<file path="src/rtl/tsq_pkg.sv">
package tsq_pkg;
  // Strobes from control to storage for one clock edge.
  typedef struct packed {
    logic push;
    logic pop;
  } tsq_strb_t;
endpackage

</file>
<file path="src/rtl/tsq_ctrl.sv">
module tsq_ctrl
  import tsq_pkg::*;
#(
  parameter int DEPTH = 4,
  parameter int THR_W = 4
) (
  input  logic                                   clk,
  input  logic                                   rstN,
  input  logic                                   capHit,
  input  logic                                   relReq,
  input  logic                                   thrWr,
  input  logic                                   enWr,
  input  logic                                   ovfClr,
  input  logic [THR_W-1:0]                       wrVal,
  output tsq_strb_t                              strb,
  output logic [((DEPTH>1)?$clog2(DEPTH):1)-1:0] wrIdx,
  output logic [((DEPTH>1)?$clog2(DEPTH):1)-1:0] rdIdx,
  output logic [$clog2(DEPTH+1)-1:0]             pendCnt,
  output logic [$clog2(DEPTH+1)-1:0]             availCnt,
  output logic                                   tsFlag,
  output logic                                   tsIrq,
  output logic                                   ovfFlag
);
  localparam int PTR_W = (DEPTH > 1) ? $clog2(DEPTH) : 1;
  localparam int CNT_W = $clog2(DEPTH + 1);
  localparam int CMP_W = (CNT_W > THR_W) ? CNT_W : THR_W;

  logic             isFull, isEmpty;
  logic [THR_W-1:0] thrReg;
  logic             intEn;

  assign isFull  = (pendCnt == CNT_W'(DEPTH));
  assign isEmpty = (pendCnt == '0);

  // A release is effective only when something is pending; a capture
  // fits when there is room or a slot frees in the same cycle.
  always_comb begin
    strb.pop  = relReq && !isEmpty;
    strb.push = capHit && (!isFull || strb.pop);
  end

  function automatic logic [PTR_W-1:0] nextPtr(input logic [PTR_W-1:0] p);
    return (p == PTR_W'(DEPTH - 1)) ? '0 : p + 1'b1;
  endfunction

  always_ff @(posedge clk) begin
    if (!rstN) begin
      wrIdx   <= '0;
      rdIdx   <= '0;
      pendCnt <= '0;
      ovfFlag <= 1'b0;
      thrReg  <= '1;
      intEn   <= 1'b0;
    end else begin
      if (strb.push) wrIdx <= nextPtr(wrIdx);
      if (strb.pop)  rdIdx <= nextPtr(rdIdx);
      case ({strb.push, strb.pop})
        2'b10:   pendCnt <= pendCnt + 1'b1;
        2'b01:   pendCnt <= pendCnt - 1'b1;
        default: pendCnt <= pendCnt;
      endcase
      if (capHit && !strb.push) ovfFlag <= 1'b1;
      else if (ovfClr)          ovfFlag <= 1'b0;
      if (thrWr) thrReg <= wrVal;
      if (enWr)  intEn  <= wrVal[0];
    end
  end

  assign availCnt = CNT_W'(DEPTH) - pendCnt;
  assign tsFlag   = CMP_W'(pendCnt) > CMP_W'(thrReg);
  assign tsIrq    = tsFlag && intEn;

  // occupancy never exceeds the depth
  p_count_bound_r3: assert property (@(posedge clk) disable iff (!rstN)
    pendCnt <= CNT_W'(DEPTH));

  // release on empty with no capture leaves the queue empty
  p_empty_release_r5: assert property (@(posedge clk) disable iff (!rstN)
    (relReq && isEmpty && !capHit) |=> (pendCnt == '0));

  // capture into a full queue without release is dropped and flagged
  p_full_drop_r7: assert property (@(posedge clk) disable iff (!rstN)
    (capHit && isFull && !relReq) |=> (ovfFlag && pendCnt == CNT_W'(DEPTH)));

  // simultaneous capture and release on a non-empty queue keeps the count
  p_simul_keep_r8: assert property (@(posedge clk) disable iff (!rstN)
    (capHit && relReq && !isEmpty) |=> $stable(pendCnt));
endmodule

</file>
<file path="src/rtl/tsq_store.sv">
module tsq_store
  import tsq_pkg::*;
#(
  parameter int DEPTH = 4,
  parameter int TS_W  = 64
) (
  input  logic                                   clk,
  input  logic                                   rstN,
  input  tsq_strb_t                              strb,
  input  logic [((DEPTH>1)?$clog2(DEPTH):1)-1:0] wrIdx,
  input  logic [((DEPTH>1)?$clog2(DEPTH):1)-1:0] rdIdx,
  input  logic                                   hasData,
  input  logic [TS_W-1:0]                        tsIn,
  output logic [TS_W-1:0]                        tsOut
);
  localparam int PTR_W = (DEPTH > 1) ? $clog2(DEPTH) : 1;

  logic [TS_W-1:0] slot [DEPTH];

  always_ff @(posedge clk) begin
    for (int i = 0; i < DEPTH; i++) begin
      if (!rstN)                                   slot[i] <= '0;
      else if (strb.push && wrIdx == PTR_W'(i))    slot[i] <= tsIn;
    end
  end

  assign tsOut = hasData ? slot[rdIdx] : '0;

  // a push lands the sampled time in the addressed slot
  p_push_store_r2: assert property (@(posedge clk) disable iff (!rstN)
    strb.push |=> (slot[$past(wrIdx)] == $past(tsIn)));
endmodule

</file>
<file path="src/rtl/tx_tstamp_queue.sv">
module tx_tstamp_queue
  import tsq_pkg::*;
#(
  parameter int DEPTH = 4,
  parameter int TS_W  = 64,
  parameter int THR_W = 4
) (
  input  logic                       clk,
  input  logic                       rstN,
  input  logic                       capValid,
  input  logic                       tsReqBit,
  input  logic [TS_W-1:0]            timeNow,
  input  logic                       regWrEn,
  input  logic [1:0]                 regSel,
  input  logic [THR_W-1:0]           regWdata,
  output logic [TS_W-1:0]            tsData,
  output logic [$clog2(DEPTH+1)-1:0] pendCnt,
  output logic [$clog2(DEPTH+1)-1:0] availCnt,
  output logic                       tsFlag,
  output logic                       tsIrq,
  output logic                       ovfFlag
);
  localparam int PTR_W = (DEPTH > 1) ? $clog2(DEPTH) : 1;

  tsq_strb_t        strb;
  logic [PTR_W-1:0] wrIdx, rdIdx;
  logic             capHit, relReq, thrWr, enWr, ovfClr;

  assign capHit = capValid && tsReqBit;
  assign relReq = regWrEn && (regSel == 2'd0);
  assign thrWr  = regWrEn && (regSel == 2'd1);
  assign enWr   = regWrEn && (regSel == 2'd2);
  assign ovfClr = regWrEn && (regSel == 2'd3) && regWdata[0];

  tsq_ctrl #(.DEPTH(DEPTH), .THR_W(THR_W)) u_ctrl (
    .clk(clk), .rstN(rstN), .capHit(capHit), .relReq(relReq),
    .thrWr(thrWr), .enWr(enWr), .ovfClr(ovfClr), .wrVal(regWdata),
    .strb(strb), .wrIdx(wrIdx), .rdIdx(rdIdx), .pendCnt(pendCnt),
    .availCnt(availCnt), .tsFlag(tsFlag), .tsIrq(tsIrq), .ovfFlag(ovfFlag)
  );

  tsq_store #(.DEPTH(DEPTH), .TS_W(TS_W)) u_store (
    .clk(clk), .rstN(rstN), .strb(strb), .wrIdx(wrIdx), .rdIdx(rdIdx),
    .hasData(pendCnt != '0), .tsIn(timeNow), .tsOut(tsData)
  );
endmodule

</file>
<file path="config.mk">
export PLATFORM = sky130hd
export DESIGN_NAME = tx_tstamp_queue
export DESIGN_NICKNAME = d
export VERILOG_FILES = /design/src/rtl/tsq_pkg.sv /design/src/rtl/tsq_ctrl.sv /design/src/rtl/tsq_store.sv /design/src/rtl/tx_tstamp_queue.sv
export SDC_FILE = /design/constraint.sdc
export NUM_CORES = 1
export LEC_CHECK = 0
export BUFFER_PORTS_ARGS = -buffer_cell sky130_fd_sc_hd__buf_2
export CORE_MARGIN = 4
export CORE_UTILIZATION = 45
export CTS_CLUSTER_SIZE = 10
export DETAILED_ROUTE_END_ITERATION = 10
export GPL_TIMING_DRIVEN = 0
export SLEW_MARGIN = 20
export SYNTH_ARGS = -nofsm -noshare
export SYNTH_HDL_FRONTEND = slang
export SYNTH_HIERARCHICAL = 1
export SYNTH_SLANG_ARGS = --single-unit
</file>
<file path="constraint.sdc">
create_clock -name clk -period 15.5 [get_ports clk]
set_clock_uncertainty 0.05 [all_clocks]
set_input_delay 0.775 -clock clk [delete_from_list [all_inputs] [get_ports clk]]
set_output_delay 0.775 -clock clk [all_outputs]
set_load 0.02 [all_outputs]
</file>
==> flow_summary.toml <==
[final_layout]
drive_gt1_share_pct = 27.09
final_nets = 1145
filler_cell_count = 2301
diodes = 0
area_growth_pct = 19.79
final_cell_mix = "edfxtp_1 (256), and2_1 (217), buf_2 (154), mux2i_1 (136), o22ai_1 (64)"
mostFrequentLayoutCell = "edfxtp_1"
postLayoutCoreUtil_pct = 55.15
final_cell_area_mm2 = 0.01495

[critical_path]
critPathArrivalTime_ns = 2.84
ff2ff_path_depth = 11
crit_required_ns = 14.68
start_kind = "flop"
crit_path_end_kind = "primary output"
path_class = "reg2out"
critPathMaxFanout = 10

[synthesis]
synth_top_family_by_area = "simple AND/OR/NAND/NOR gates"
synth_edf_count = 256
dominantRegCellSynth = "edfxtp_1"
synth_compound_area_share_pct = 4.232
synth.yosys.seq_area_share_pct = 63.70
synth_fp_nets = 950
syn_inst = 866
ys_async_sr_fraction_pct = 0
avgSynthCellArea_um2 = 14.41
synth_fa_ha_area_share_pct = 0.9627
synth_seq_cells = 269
synth-simple-area-share_pct = 15.60
ys_types = 46
syn_area_mm2 = 0.01248
yosysWarnings = 6
synthMuxAreaShare_pct = 11.00
synth_xor_area_share_pct = 0

[global_routing]
grt_max_degree = 21
overflow = 0
grt_antenna_before_repair = 5
grt_pass1_vias = 7607
grt.total_usage_pct = 18.33
grt_pass1_wl_um = 43370

[power]
netSwitchingPower_mw = 0.3680
power.density_mw_per_mm2 = 108.5
p_sw_share_pct = 22.68
p_leak_nw = 5.655
power_mw = 1.622
internal_power_mw = 1.254
pwr-share-comb_pct = 10.1
clkPwrFrac_pct = 38.0
p_seq_share_pct = 51.9
ir_drop_v = 0.0001008

[route]
wl_per_cell_um = 19.43
routed_wl_um = 28100
viasPerCell = 5.038
drc = 0
firstDrtPassIters = 6
drtAntennaViolNets = 0
drtIter0Drc = 394
vias = 7285

[floorplan]
boundaryPins = 148
core_mm2 = 0.02710
die_w_um = 174.5
die_h_um = 174.5
rows = 60
start_util_pct = 46.04
dieArea_mm2 = 0.03046

[sta]
fin_crit_ns = 3.661
fin_setup_tns_ns = 0
setup_viol = 0
finalCritPeriodShare_pct = 23.62
max_slew.worst_pin.slew_ns = 0.7709
drv_slew = 0
rsz0062_at_grt = "false"
hold_viol = 0
slew-limit-headroom_pct = 48.41
max_freq_ghz = 0.2731

[clock_tree]
cts_tree = "yes"
cts_setup_buffers = 0
clkTransAtPathRegs_ns = 0.05
cts.root.buffer_cell = "clkbuf_16"
cts_buffers = 31
cts_hold_buf = 0
clock_sinks = 269
cts_resized = 0
htree_levels = 1
clk_latency_ns = 0.54
cts_buffer_depth = 3

[flow_run]
cap_violations = 0

[place]
port_buffers = 147
gp_congestion = 0.7053
dp_hpwl_um = 18540
place_area_mm2 = 0.01411

[status]
status = "completed"

[hold_path]
hp-class = "in2reg"
hold_depth = 3
logic make-up (layout without fill, tap and decap cells):
group | after synthesis | after routing
multiplexers | 137 | 137
buffers and inverters | 74 | 282
AND/OR/NAND/NOR | 296 | 296
AO/OA/AOI/OAI | 81 | 81
adder cells (fa/ha/maj) | 9 | 9
flip-flops | 269 | 269
power by group through the flow:
stage | clock network [mW] | registers (mW) | logic (mW)
floorplan | 0 | 0.862 | 0.0883
global placement | 0 | 0.869 | 0.149
detailed placement | 0 | 0.857 | 0.166
CTS | 0.636 | 0.842 | 0.167
global route | 0.668 | 0.845 | 0.178
finish | 0.617 | 0.842 | 0.164
metrics by stage:
stage / worst slack (ns) / std cells / hold WS (ns)
3_5_place_dp: 11.89 / 1400 / 0.4209
5_1_grt: 11.70 / 1446 / 0.3819
4_1_cts: 11.82 / 1446 / 0.3753
2_1_floorplan: 8.730 / 866 / 0.3959
6_report: 11.84 / 1446 / 0.4031
3_3_place_gp: 4.387 / 1385 / 0.4288
sequential cells by signal, summed over array words and instances (netlist names):
register,flops
u_ctrl/wrIdx,2
u_ctrl/ovfFlag,1
u_ctrl/intEn,1
u_ctrl/rdIdx,2
u_ctrl/pendCnt,3
u_store/slot,256
u_ctrl/thrReg,4
routing by layer:
metal,track usage [%],share of wire (%),vias to the layer above
met5,0,0.17,-
met4,4.124,2.4,10
met3,3.828,5.3,53
met2,30.53,48,171
met1,24.94,44,3509
li1,-,-,3542
path summary, 6_finish.rpt:
check | startpoint | endpoint | slack, ns
max reg2reg | u_ctrl/pendCnt[1] | u_store/slot[3][20] | 12.20
min | regWdata[1] | u_ctrl/thrReg[1] | 0.40
max | u_ctrl/pendCnt[0] | tsData[41] | 11.84
min reg2reg | u_ctrl/thrReg[1] | u_ctrl/thrReg[1] | 0.43
cells in the mapped netlist (2+ instances only):
| master | count | area share (%) |
|---|---|---|
| a21oi_1 | 2 | 0.080 |
| dfxtp_1 | 13 | 2.1 |
| or3_1 | 2 | 0.10 |
| clkbuf_1 | 14 | 0.42 |
| and2_4 | 40 | 2.8 |
| ha_1 | 8 | 0.80 |
| o22ai_1 | 64 | 3.2 |
| mux2i_1 | 136 | 11 |
| and4_1 | 2 | 0.14 |
| o211ai_1 | 2 | 0.12 |
| nand3_1 | 2 | 0.080 |
| buf_4 | 4 | 0.24 |
| clkbuf_2 | 6 | 0.24 |
| nand2b_1 | 2 | 0.10 |
| nor2_1 | 5 | 0.15 |
| inv_1 | 13 | 0.39 |
| buf_6 | 18 | 1.6 |
| and3b_1 | 2 | 0.14 |
| o21ai_0 | 5 | 0.20 |
| and2_1 | 217 | 11 |
| and4b_1 | 2 | 0.16 |
| nand2_1 | 13 | 0.39 |
| edfxtp_1 | 256 | 62 |
| buf_2 | 7 | 0.28 |
| buf_8 | 10 | 1.2 |
critical path, cell delays in order, from the launching register on:
cell and delay [ns]:
dfxtp_1 0.33, buf_4 0.14, or3_1 0.36, nand2_1 0.46
clkbuf_1 0.55, o22ai_1 0.23, buf_2 0.22
area by class of cell:
type / count / area (um2) / share of cell area (%)
Inverter: 15 / 61.31 / 0.4102
Clock inverter: 3 / 13.76 / 0.09209
Timing Repair Buffer: 162 / 1124 / 7.518
Multi-Input combinational cell: 523 / 4013 / 26.85
Sequential cell: 269 / 7948 / 53.18
Clock buffer: 43 / 820.8 / 5.492
Buffer: 59 / 500.5 / 3.349
Tap cell: 372 / 465.4 / 3.114
Note: power is estimated with default switching activity, not from simulation.
